==> config.mk <==
export PLATFORM = sky130hd
export DESIGN_NAME = kbc_host_mailbox
export DESIGN_NICKNAME = d
export VERILOG_FILES = /design/src/rtl/kbc_mbx_pkg.sv /design/src/rtl/kbc_mbx_slot.sv /design/src/rtl/kbc_mbx_status.sv /design/src/rtl/kbc_host_mailbox.sv
export SDC_FILE = /design/constraint.sdc
export NUM_CORES = 1
export LEC_CHECK = 0
export BUFFER_PORTS_ARGS = -buffer_cell sky130_fd_sc_hd__buf_2
export CAP_MARGIN = 25
export CORE_MARGIN = 1
export CORE_UTILIZATION = 51
export CTS_BUF_LIST = sky130_fd_sc_hd__clkbuf_4 sky130_fd_sc_hd__clkbuf_8
export CTS_CLUSTER_DIAMETER = 100
export DETAILED_ROUTE_END_ITERATION = 12
export GPL_TIMING_DRIVEN = 0
export HOLD_SLACK_MARGIN = 0.06
export PLACE_DENSITY = 0.85
export SETUP_SLACK_MARGIN = 0.15
export SYNTH_ARGS = -nofsm -noshare
export SYNTH_HDL_FRONTEND = slang
export SYNTH_HIERARCHICAL = 1
export SYNTH_SLANG_ARGS = --single-unit
==> constraint.sdc <==
create_clock -name clk -period 1 [get_ports clk]
set_input_delay 0.05 -clock clk [delete_from_list [all_inputs] [get_ports clk]]
set_output_delay 0.05 -clock clk [all_outputs]
set_load 0.02 [all_outputs]
==> src/rtl/kbc_mbx_pkg.sv <==
package kbc_mbx_pkg;

    typedef enum logic {
        SLOT_EMPTY = 1'b0,
        SLOT_FULL  = 1'b1
    } slot_state_e;

    localparam int STAT_OUT_FULL = 0;
    localparam int STAT_IN_FULL  = 1;
    localparam int STAT_CMD      = 3;

endpackage

==> src/rtl/kbc_mbx_slot.sv <==
module kbc_mbx_slot
    import kbc_mbx_pkg::*;
#(
    parameter int DW = 8
) (
    input  logic          clk,
    input  logic          rst_n,
    input  logic          load,
    input  logic          take,
    input  logic [DW-1:0] din,
    output logic          full,
    output logic [DW-1:0] dout
);

    slot_state_e   state_q, state_d;
    logic [DW-1:0] data_q;

    // next-state logic
    always_comb begin
        state_d = state_q;
        unique case (state_q)
            SLOT_EMPTY: if (load) state_d = SLOT_FULL;
            SLOT_FULL:  if (take && !load) state_d = SLOT_EMPTY;
            default:    state_d = SLOT_EMPTY;
        endcase
    end

    // state register
    always_ff @(posedge clk or negedge rst_n) begin
        if (!rst_n) state_q <= SLOT_EMPTY;
        else        state_q <= state_d;
    end

    always_ff @(posedge clk or negedge rst_n) begin
        if (!rst_n)    data_q <= '0;
        else if (load) data_q <= din;
    end

    // outputs
    always_comb begin
        full = (state_q == SLOT_FULL);
        dout = data_q;
    end

    AST_LOAD_FILLS:   assert property (@(posedge clk) disable iff (!rst_n) load |=> full);
    AST_TAKE_DRAINS:  assert property (@(posedge clk) disable iff (!rst_n) (take && !load) |=> !full);
    AST_LOAD_WINS:    assert property (@(posedge clk) disable iff (!rst_n) (take && load) |=> (full && dout == $past(din)));
    AST_DATA_HELD:    assert property (@(posedge clk) disable iff (!rst_n) !load |=> $stable(dout));

endmodule

==> src/rtl/kbc_mbx_status.sv <==
module kbc_mbx_status
    import kbc_mbx_pkg::*;
#(
    parameter int DW = 8
) (
    input  logic          clk,
    input  logic          rst_n,
    input  logic          host_wr,
    input  logic          host_a0,
    input  logic          cpu_wr,
    input  logic [DW-1:0] cpu_wdata,
    input  logic          out_full,
    input  logic          in_full,
    output logic [DW-1:0] status
);

    localparam logic [DW-1:0] FIXED_MASK = DW'((1 << STAT_OUT_FULL) | (1 << STAT_IN_FULL) | (1 << STAT_CMD));
    localparam logic [DW-1:0] USER_MASK  = ~FIXED_MASK;

    logic          cmd_q;
    logic [DW-1:0] user_q;

    always_ff @(posedge clk or negedge rst_n) begin
        if (!rst_n)       cmd_q <= 1'b0;
        else if (host_wr) cmd_q <= host_a0;
        else if (cpu_wr)  cmd_q <= cpu_wdata[STAT_CMD];
    end

    always_ff @(posedge clk or negedge rst_n) begin
        if (!rst_n)      user_q <= '0;
        else if (cpu_wr) user_q <= cpu_wdata & USER_MASK;
    end

    always_comb begin
        status                = user_q;
        status[STAT_CMD]      = cmd_q;
        status[STAT_IN_FULL]  = in_full;
        status[STAT_OUT_FULL] = out_full;
    end

    AST_CMD_FROM_HOST: assert property (@(posedge clk) disable iff (!rst_n) host_wr |=> status[STAT_CMD] == $past(host_a0));
    AST_USER_STABLE:   assert property (@(posedge clk) disable iff (!rst_n) !cpu_wr |=> $stable(status & USER_MASK));

endmodule

==> src/rtl/kbc_host_mailbox.sv <==
module kbc_host_mailbox
    import kbc_mbx_pkg::*;
#(
    parameter int DATA_W = 8
) (
    input  logic              clk,
    input  logic              rst_n,
    input  logic              hst_cs,
    input  logic              hst_rd,
    input  logic              hst_wr,
    input  logic              hst_a0,
    input  logic [DATA_W-1:0] hst_wdata,
    output logic [DATA_W-1:0] hst_rdata,
    input  logic              cpu_rd,
    input  logic              cpu_wr,
    input  logic              cpu_sel,
    input  logic [DATA_W-1:0] cpu_wdata,
    output logic [DATA_W-1:0] cpu_rdata,
    input  logic              kbd_host_irq_en,
    input  logic              cpu_ibf_irq_en,
    output logic              kbd_host_irq,
    output logic              cpu_ibf_irq
);

    logic              host_wr_ev, host_rd_ev, host_rd_data;
    logic              cpu_rd_data, cpu_wr_data, cpu_wr_stat;
    logic              in_full, out_full;
    logic [DATA_W-1:0] in_byte, out_byte, status;

    always_comb begin
        host_wr_ev   = hst_cs && hst_wr;
        host_rd_ev   = hst_cs && hst_rd;
        host_rd_data = host_rd_ev && !hst_a0;
        cpu_rd_data  = cpu_rd && !cpu_sel;
        cpu_wr_data  = cpu_wr && !cpu_sel;
        cpu_wr_stat  = cpu_wr && cpu_sel;
    end

    kbc_mbx_slot #(.DW(DATA_W)) u_in_slot (
        .clk  (clk),
        .rst_n(rst_n),
        .load (host_wr_ev),
        .take (cpu_rd_data),
        .din  (hst_wdata),
        .full (in_full),
        .dout (in_byte)
    );

    kbc_mbx_slot #(.DW(DATA_W)) u_out_slot (
        .clk  (clk),
        .rst_n(rst_n),
        .load (cpu_wr_data),
        .take (host_rd_data),
        .din  (cpu_wdata),
        .full (out_full),
        .dout (out_byte)
    );

    kbc_mbx_status #(.DW(DATA_W)) u_status (
        .clk      (clk),
        .rst_n    (rst_n),
        .host_wr  (host_wr_ev),
        .host_a0  (hst_a0),
        .cpu_wr   (cpu_wr_stat),
        .cpu_wdata(cpu_wdata),
        .out_full (out_full),
        .in_full  (in_full),
        .status   (status)
    );

    always_comb begin
        hst_rdata    = host_rd_ev ? (hst_a0 ? status : out_byte) : '0;
        cpu_rdata    = cpu_rd ? (cpu_sel ? status : in_byte) : '0;
        kbd_host_irq = out_full && kbd_host_irq_en;
        cpu_ibf_irq  = in_full && cpu_ibf_irq_en;
    end

    AST_HOST_RD_CLEARS: assert property (@(posedge clk) disable iff (!rst_n)
        (host_rd_data && !cpu_wr_data && kbd_host_irq_en) |=> !kbd_host_irq);
    AST_FLAGS_RO:       assert property (@(posedge clk) disable iff (!rst_n)
        (cpu_wr_stat && !host_wr_ev && !cpu_rd_data) |=> status[STAT_IN_FULL] == $past(status[STAT_IN_FULL]));
    AST_NO_CS_IGNORED:  assert property (@(posedge clk) disable iff (!rst_n)
        (!hst_cs && !cpu_rd && !cpu_wr) |=> $stable(status));
    AST_STATUS_RD_PURE: assert property (@(posedge clk) disable iff (!rst_n)
        (host_rd_ev && hst_a0 && !hst_wr && !cpu_rd && !cpu_wr) |=> $stable(status));

endmodule

==> results.sh, run 1 <==
export IMPL_clk_pin_slew_ns=0.13
export IMPL_rows=18
export IMPL_cts_buffer_depth=2
export IMPL_drt_initial_drc_count=4
export IMPL_hp_class="input port to flop"
export IMPL_yosysSeqAreaShare=0.453
export IMPL_fillers=179
export IMPL_syn_num_nets=127
export IMPL_peakVddDrop_mv=1.05
export IMPL_grt_max_degree=25
export IMPL_p_leak_nw=0.986
export IMPL_arrival_ns=1.25
export IMPL_end_kind="primary output"
export IMPL_setup_viol=18
export IMPL_startpoint_type="flop"
export IMPL_synth_distinct_cells=14
export IMPL_area_growth_syn_to_layout_pct=45.4
export IMPL_cts_sinks=24
export IMPL_avgRoutedWirePerCell_um=15.1
export IMPL_critPathLaunch="u_in_slot/full$_DFF_PN0_"
export IMPL_ant_nets=0
export IMPL_synth_area_um2=1330
export IMPL_final_max_slew_viol_count=0
export IMPL_final_min_clock_period_ns=1.30
export IMPL_design_area_um2=1930
export IMPL_antennaDiodeCount=0
export IMPL_vias=1004
export IMPL_worstMarginPinSlew_ns=0.559
export IMPL_first_pass_iters=4
export IMPL_critPathMaxFanout=2
export IMPL_dieArea_um2=2810
export IMPL_placed_cells=174
export IMPL_grt_pass1_vias=1047
export IMPL_core_area_um2=2480
export IMPL_min_period_over_period=1.30
export IMPL_dpl_hpwl_um=1930
export IMPL_cts_root_buf="clkbuf_4"
export IMPL_hold_viol=0
export IMPL_antenna_found_initial=0
export IMPL_wirelength_um=3050
export IMPL_hold_ws_ns=0.106
export IMPL_power_density_nw_per_um2=1340
export IMPL_rsz0062_at_grt="true"
export IMPL_vias_per_cell=4.97
export IMPL_status="complete, but fails checks"
export IMPL_cts_made_buffers=3
export IMPL_failed_checks="setup timing"
export IMPL_htreeDepth=1
export IMPL_drv_cap=0
export IMPL_instances_no_fill=202
export IMPL_fin_ws_ns=-0.303
export IMPL_grt_overflow=0
export IMPL_grt_usage=0.235
export IMPL_min_delay_start="hst_wr"
export IMPL_gp_congestion=0.695
export IMPL_clock_latency_ns=0.31
export IMPL_port_buffers=44
export IMPL_io_pins=45
export IMPL_tns_ns=-3.74
export IMPL_nNetsFinal=200
export IMPL_dieWidth_um=53.0
export IMPL_syn_inst=100
export IMPL_placed_cell_area_um2=1600
export IMPL_yosysWarnings=6
export IMPL_cp_data_required_time_ns=0.95
export IMPL_ff_latch_area_um2=601
export IMPL_clock_skew_ns=0
export IMPL_r2r_start="u_in_slot/full$_DFF_PN0_"
export IMPL_ys_seq_elements=24
export IMPL_tritoncts="built"
export IMPL_final_util=0.778
export IMPL_drive_above_1_share=0.541
export IMPL_initial_core_util=0.535
export IMPL_total_power_mw=2.59
export IMPL_grt_pass1_wl_um=4600
export IMPL_avgSynthCellArea_um2=13.3
export IMPL_relSlewSlack=0.627
export IMPL_critPathKind="flop to primary output"
export IMPL_multi_input_area_um2=658
export IMPL_clock_fmax_mhz=767
export IMPL_drc=0
export IMPL_dp_slack_ns=-0.144
export IMPL_die_y_um=53.0
## placed cells by master, fill, tap and decap left out, types with 3 or more instances in the layout
cell type      count
buf_2             34
buf_4             11
buf_6             12
clkbuf_4           3
dfrtp_1           24
dlygate4sd3_1     18
mux2_4            21
mux2i_1           15
nor2_1             9
nor2b_1            6
## flip-flops by register name, summed over array words and instances (netlist names)
| register | cells |
|---|---|
| u_status/user_q | 5 |
| u_in_slot/dout | 8 |
| u_in_slot/full | 1 |
| u_out_slot/dout | 8 |
| u_status/cmd_q | 1 |
| u_out_slot/full | 1 |
## cells in the mapped netlist
library cell	number	share of area
mux2i_1	17	0.13
dfrtp_1	24	0.45
and2b_2	2	0.013
o21ai_1	1	0.0038
nor2_1	9	0.025
buf_6	4	0.034
and2_1	3	0.014
mux2_4	21	0.24
buf_4	4	0.023
inv_1	2	0.0057
nor2b_1	8	0.038
a21o_2	2	0.013
nand2_1	2	0.0057
and2_2	1	0.0057
## per-layer routing
metal | share of wire | wire length (µm) | GRT usage
met4 | 0.018 | 55 | 0.110
met1 | 0.43 | 1300 | 0.284
met3 | 0.042 | 128 | 0.0316
met5 | 0 | 0 | 0
met2 | 0.51 | 1560 | 0.407
## area by class of cell
cell class	instances	share of cell area
multi-input cells	66	0.341
clock buffers	4	0.0188
plain buffers	8	0.0493
repair buffers	68	0.256
flip-flops and latches	24	0.311
inverters	2	0.00389
well taps	30	0.0195
## worst max-delay path: stages, from the launching register on
cell,delay (ns)
dfrtp_1,0.42
buf_4,0.15
buf_6,0.11
and2_4,0.15
buf_6,0.12
## repair_timing
action	CTS	global route
resized for setup	15	7
endpoints found under the setup margin	18	21
hold buffers	18	0
pin swaps	0	2
setup buffers	3	3
endpoints found under the hold margin	46	0
## kinds of logic after synthesis
kind of cell	after synthesis	synth area share
mux	38	0.366
simple gates	25	0.102
flops	24	0.453
buf+inv	10	0.0623
compound gates	3	0.0170
## power breakdown
part,switching (mW),total [mW],internal [mW]
logic,0.340,0.863,0.523
registers,0.0975,1.21,1.11
clock network,0.295,0.517,0.222
total,0.732,2.59,1.86
## worst paths after layout
| path | endpoint | cells after the start | slack [ns] |
|---|---|---|---|
| hold reg to reg | u_out_slot/dout[4]$_DFFE_PN0P_ | 1 | 0.53 |
| setup / recovery | cpu_ibf_irq | 4 | -0.30 |
| hold / removal | u_status/cmd_q$_DFFE_PN0P_ | 3 | 0.11 |
| max in group asynchronous | u_status/user_q[2]$_DFFE_PN0P_ | 2 | 0.40 |
| min in group asynchronous | u_out_slot/dout[0]$_DFFE_PN0P_ | 2 | 0.24 |
| setup reg to reg | u_in_slot/full$_DFF_PN0_ | 3 | 0.04 |
(Power assumes the default switching activity.)
==> run 2, diff against run 1 <==
--- a/config.mk
+++ b/config.mk
@@ -7,6 +7,7 @@
 export LEC_CHECK = 0
 export BUFFER_PORTS_ARGS = -buffer_cell sky130_fd_sc_hd__buf_2
 export CAP_MARGIN = 25
+export CORE_ASPECT_RATIO = 0.8
 export CORE_MARGIN = 1
 export CORE_UTILIZATION = 51
 export CTS_BUF_LIST = sky130_fd_sc_hd__clkbuf_4 sky130_fd_sc_hd__clkbuf_8
==> results.sh, run 2 (synthesized netlist as in run 1, its figures left out) <==
export IMPL_status="complete, but fails checks"
export IMPL_failed_checks="setup timing"
export IMPL_wirelength_um=3070
export IMPL_tritoncts="built"
export IMPL_hp_class="input port to flop"
export IMPL_cts_root_buf="clkbuf_4"
export IMPL_p_leak_nw=0.979
export IMPL_antennaDiodeCount=0
export IMPL_critPathKind="flop to primary output"
export IMPL_final_max_slew_viol_count=0
export IMPL_cpLargestDelayFamily="flip-flops"
export IMPL_crit_chain="buf_6 -> mux2i_1 -> nor2_1 -> buf_4"
export IMPL_final_min_clock_period_ns=1.29
export IMPL_grt_overflow=0
export IMPL_gp_congestion=0.791
export IMPL_arrival_ns=1.24
export IMPL_avgRoutedWirePerCell_um=14.9
export IMPL_cts_buffer_depth=2
export IMPL_crit_buf_inv=2
export IMPL_peakVddDrop_mv=1.08
export IMPL_dieWidth_um=59.0
export IMPL_initial_core_util=0.539
export IMPL_rows=16
export IMPL_placed_cells=180
export IMPL_htreeDepth=1
export IMPL_critPathMaxFanout=2
export IMPL_final_util=0.776
export IMPL_power_density_nw_per_um2=1350
export IMPL_worst_r2r_setup_slack_ns=0.07
export IMPL_drt_initial_drc_count=19
export IMPL_grt_max_degree=25
export IMPL_area_growth_syn_to_layout_pct=44.2
export IMPL_grt_usage=0.233
export IMPL_cts_made_buffers=3
export IMPL_vias=973
export IMPL_max_stage_delay_ns=0.42
export IMPL_ant_nets=0
export IMPL_io_pins=45
export IMPL_port_buffers=44
export IMPL_hold_ws_ns=0.0785
export IMPL_rsz0062_at_grt="true"
export IMPL_drive_above_1_share=0.524
export IMPL_critPathLaunch="u_status/cmd_q$_DFFE_PN0P_"
export IMPL_grt_pass1_vias=966
export IMPL_drc=0
export IMPL_drv_cap=0
export IMPL_dpl_hpwl_um=2020
export IMPL_core_area_um2=2460
export IMPL_r2r_end="u_status/user_q[2]$_DFFE_PN0P_"
export IMPL_fin_ws_ns=-0.285
export IMPL_cpMaxStageDelayCell="dfrtp_1"
export IMPL_clock_latency_ns=0.31
export IMPL_startpoint_type="flop"
export IMPL_die_y_um=47.6
export IMPL_clk_pin_slew_ns=0.13
export IMPL_crit_end="hst_rdata[3]"
export IMPL_final_common_cell="buf_2"
export IMPL_clock_fmax_mhz=778
export IMPL_clock_skew_ns=0
export IMPL_rr_worst_depth=2
export IMPL_dieArea_um2=2810
export IMPL_nNetsFinal=198
export IMPL_r2r_start="u_status/user_q[2]$_DFFE_PN0P_"
export IMPL_min_period_over_period=1.29
export IMPL_grt_pass1_wl_um=4600
export IMPL_hold_viol=0
export IMPL_critical_path_depth=4
export IMPL_cts_sinks=24
export IMPL_cp_data_required_time_ns=0.95
export IMPL_setup_viol=18
export IMPL_final_cell_mix="buf_2 (33), dfrtp_1 (24), mux2_4 (21)"
export IMPL_worstMarginPinSlew_ns=0.549
export IMPL_instances_no_fill=206
export IMPL_antenna_found_initial=0
export IMPL_first_pass_iters=4
export IMPL_vias_per_cell=4.72
export IMPL_end_kind="primary output"
export IMPL_relSlewSlack=0.634
run 2: cell types whose count changed in the layout (fill, tap and decap cells not counted):
cell,previous run,this run
buf_2,34,33
buf_6,12,11
mux2i_2,2,0
mux2i_1,15,17
run 2: layout make-up:
cell class                 instances  area [µm²]
multi-input combinational         66         651
sequential                        24         601
fill                             169         551
timing repair buffer              66         477
buffer                             8        95.1
tap                               36        45.0
clock buffer                       4        36.3
inverter                           2        7.51
run 2: worst register-to-register path: cells and delay by family, from the launching register on:
family / cells / cell delay, ns
DFF: 1 / 0.43
muxes: 1 / 0.26
buffers and inverters: 1 / 0.14
run 2: through the flow:
| stage | instance area (µm²) | power, mW | worst slack (ns) | setup TNS (ns) |
|---|---|---|---|---|
| CTS | 1880 | 2.54 | -0.275 | -3.55 |
| floorplan | 1340 | 1.69 | 0.0677 | 0 |
| finish | 1910 | 2.57 | -0.285 | -3.61 |
| global placement | 1610 | 1.88 | -0.124 | -1.17 |
| detailed placement | 1610 | 1.92 | -0.142 | -1.38 |
| global route | 1910 | 2.72 | -0.364 | -5.08 |
run 2: worst min path at each step:
stage,cells after the start,from,slack [ns],endpoint
3_3_place_gp,1,rst_n,0.06,u_in_slot/dout[2]$_DFFE_PN0P_
2_1_floorplan,0,rst_n,-0.25,u_in_slot/dout[0]$_DFFE_PN0P_
6_report,3,hst_wr,0.08,u_status/cmd_q$_DFFE_PN0P_
3_5_place_dp,1,rst_n,0.06,u_status/user_q[7]$_DFFE_PN0P_
5_1_grt,3,hst_wr,0.09,u_status/cmd_q$_DFFE_PN0P_
4_1_cts,3,hst_wr,0.08,u_status/cmd_q$_DFFE_PN0P_
run 2: where the power goes:
group | switching (mW) | internal [mW] | total [mW] | leakage (nW)
Clock | 0.305 | 0.223 | 0.528 | 0.0210
Combinational | 0.333 | 0.504 | 0.837 | 0.678
Sequential | 0.0974 | 1.11 | 1.21 | 0.280
run 2: what timing repair did:
action,4_1_cts,5_1_grt
hold endpoints to repair,46,0
buffers inserted,1,3
resized for setup,15,5
setup endpoints to repair,18,19
hold buffers,18,0
pin swaps,2,3
run 2: layer usage:
layer,part of all wire,global-route usage,vias up,wire length [µm]
li1,-,-,475,-
met1,0.46,0.295,463,1410
met5,0,0,-,0
met4,0,0.0286,0,0
met3,0.048,0.0622,0,148
met2,0.49,0.420,35,1510
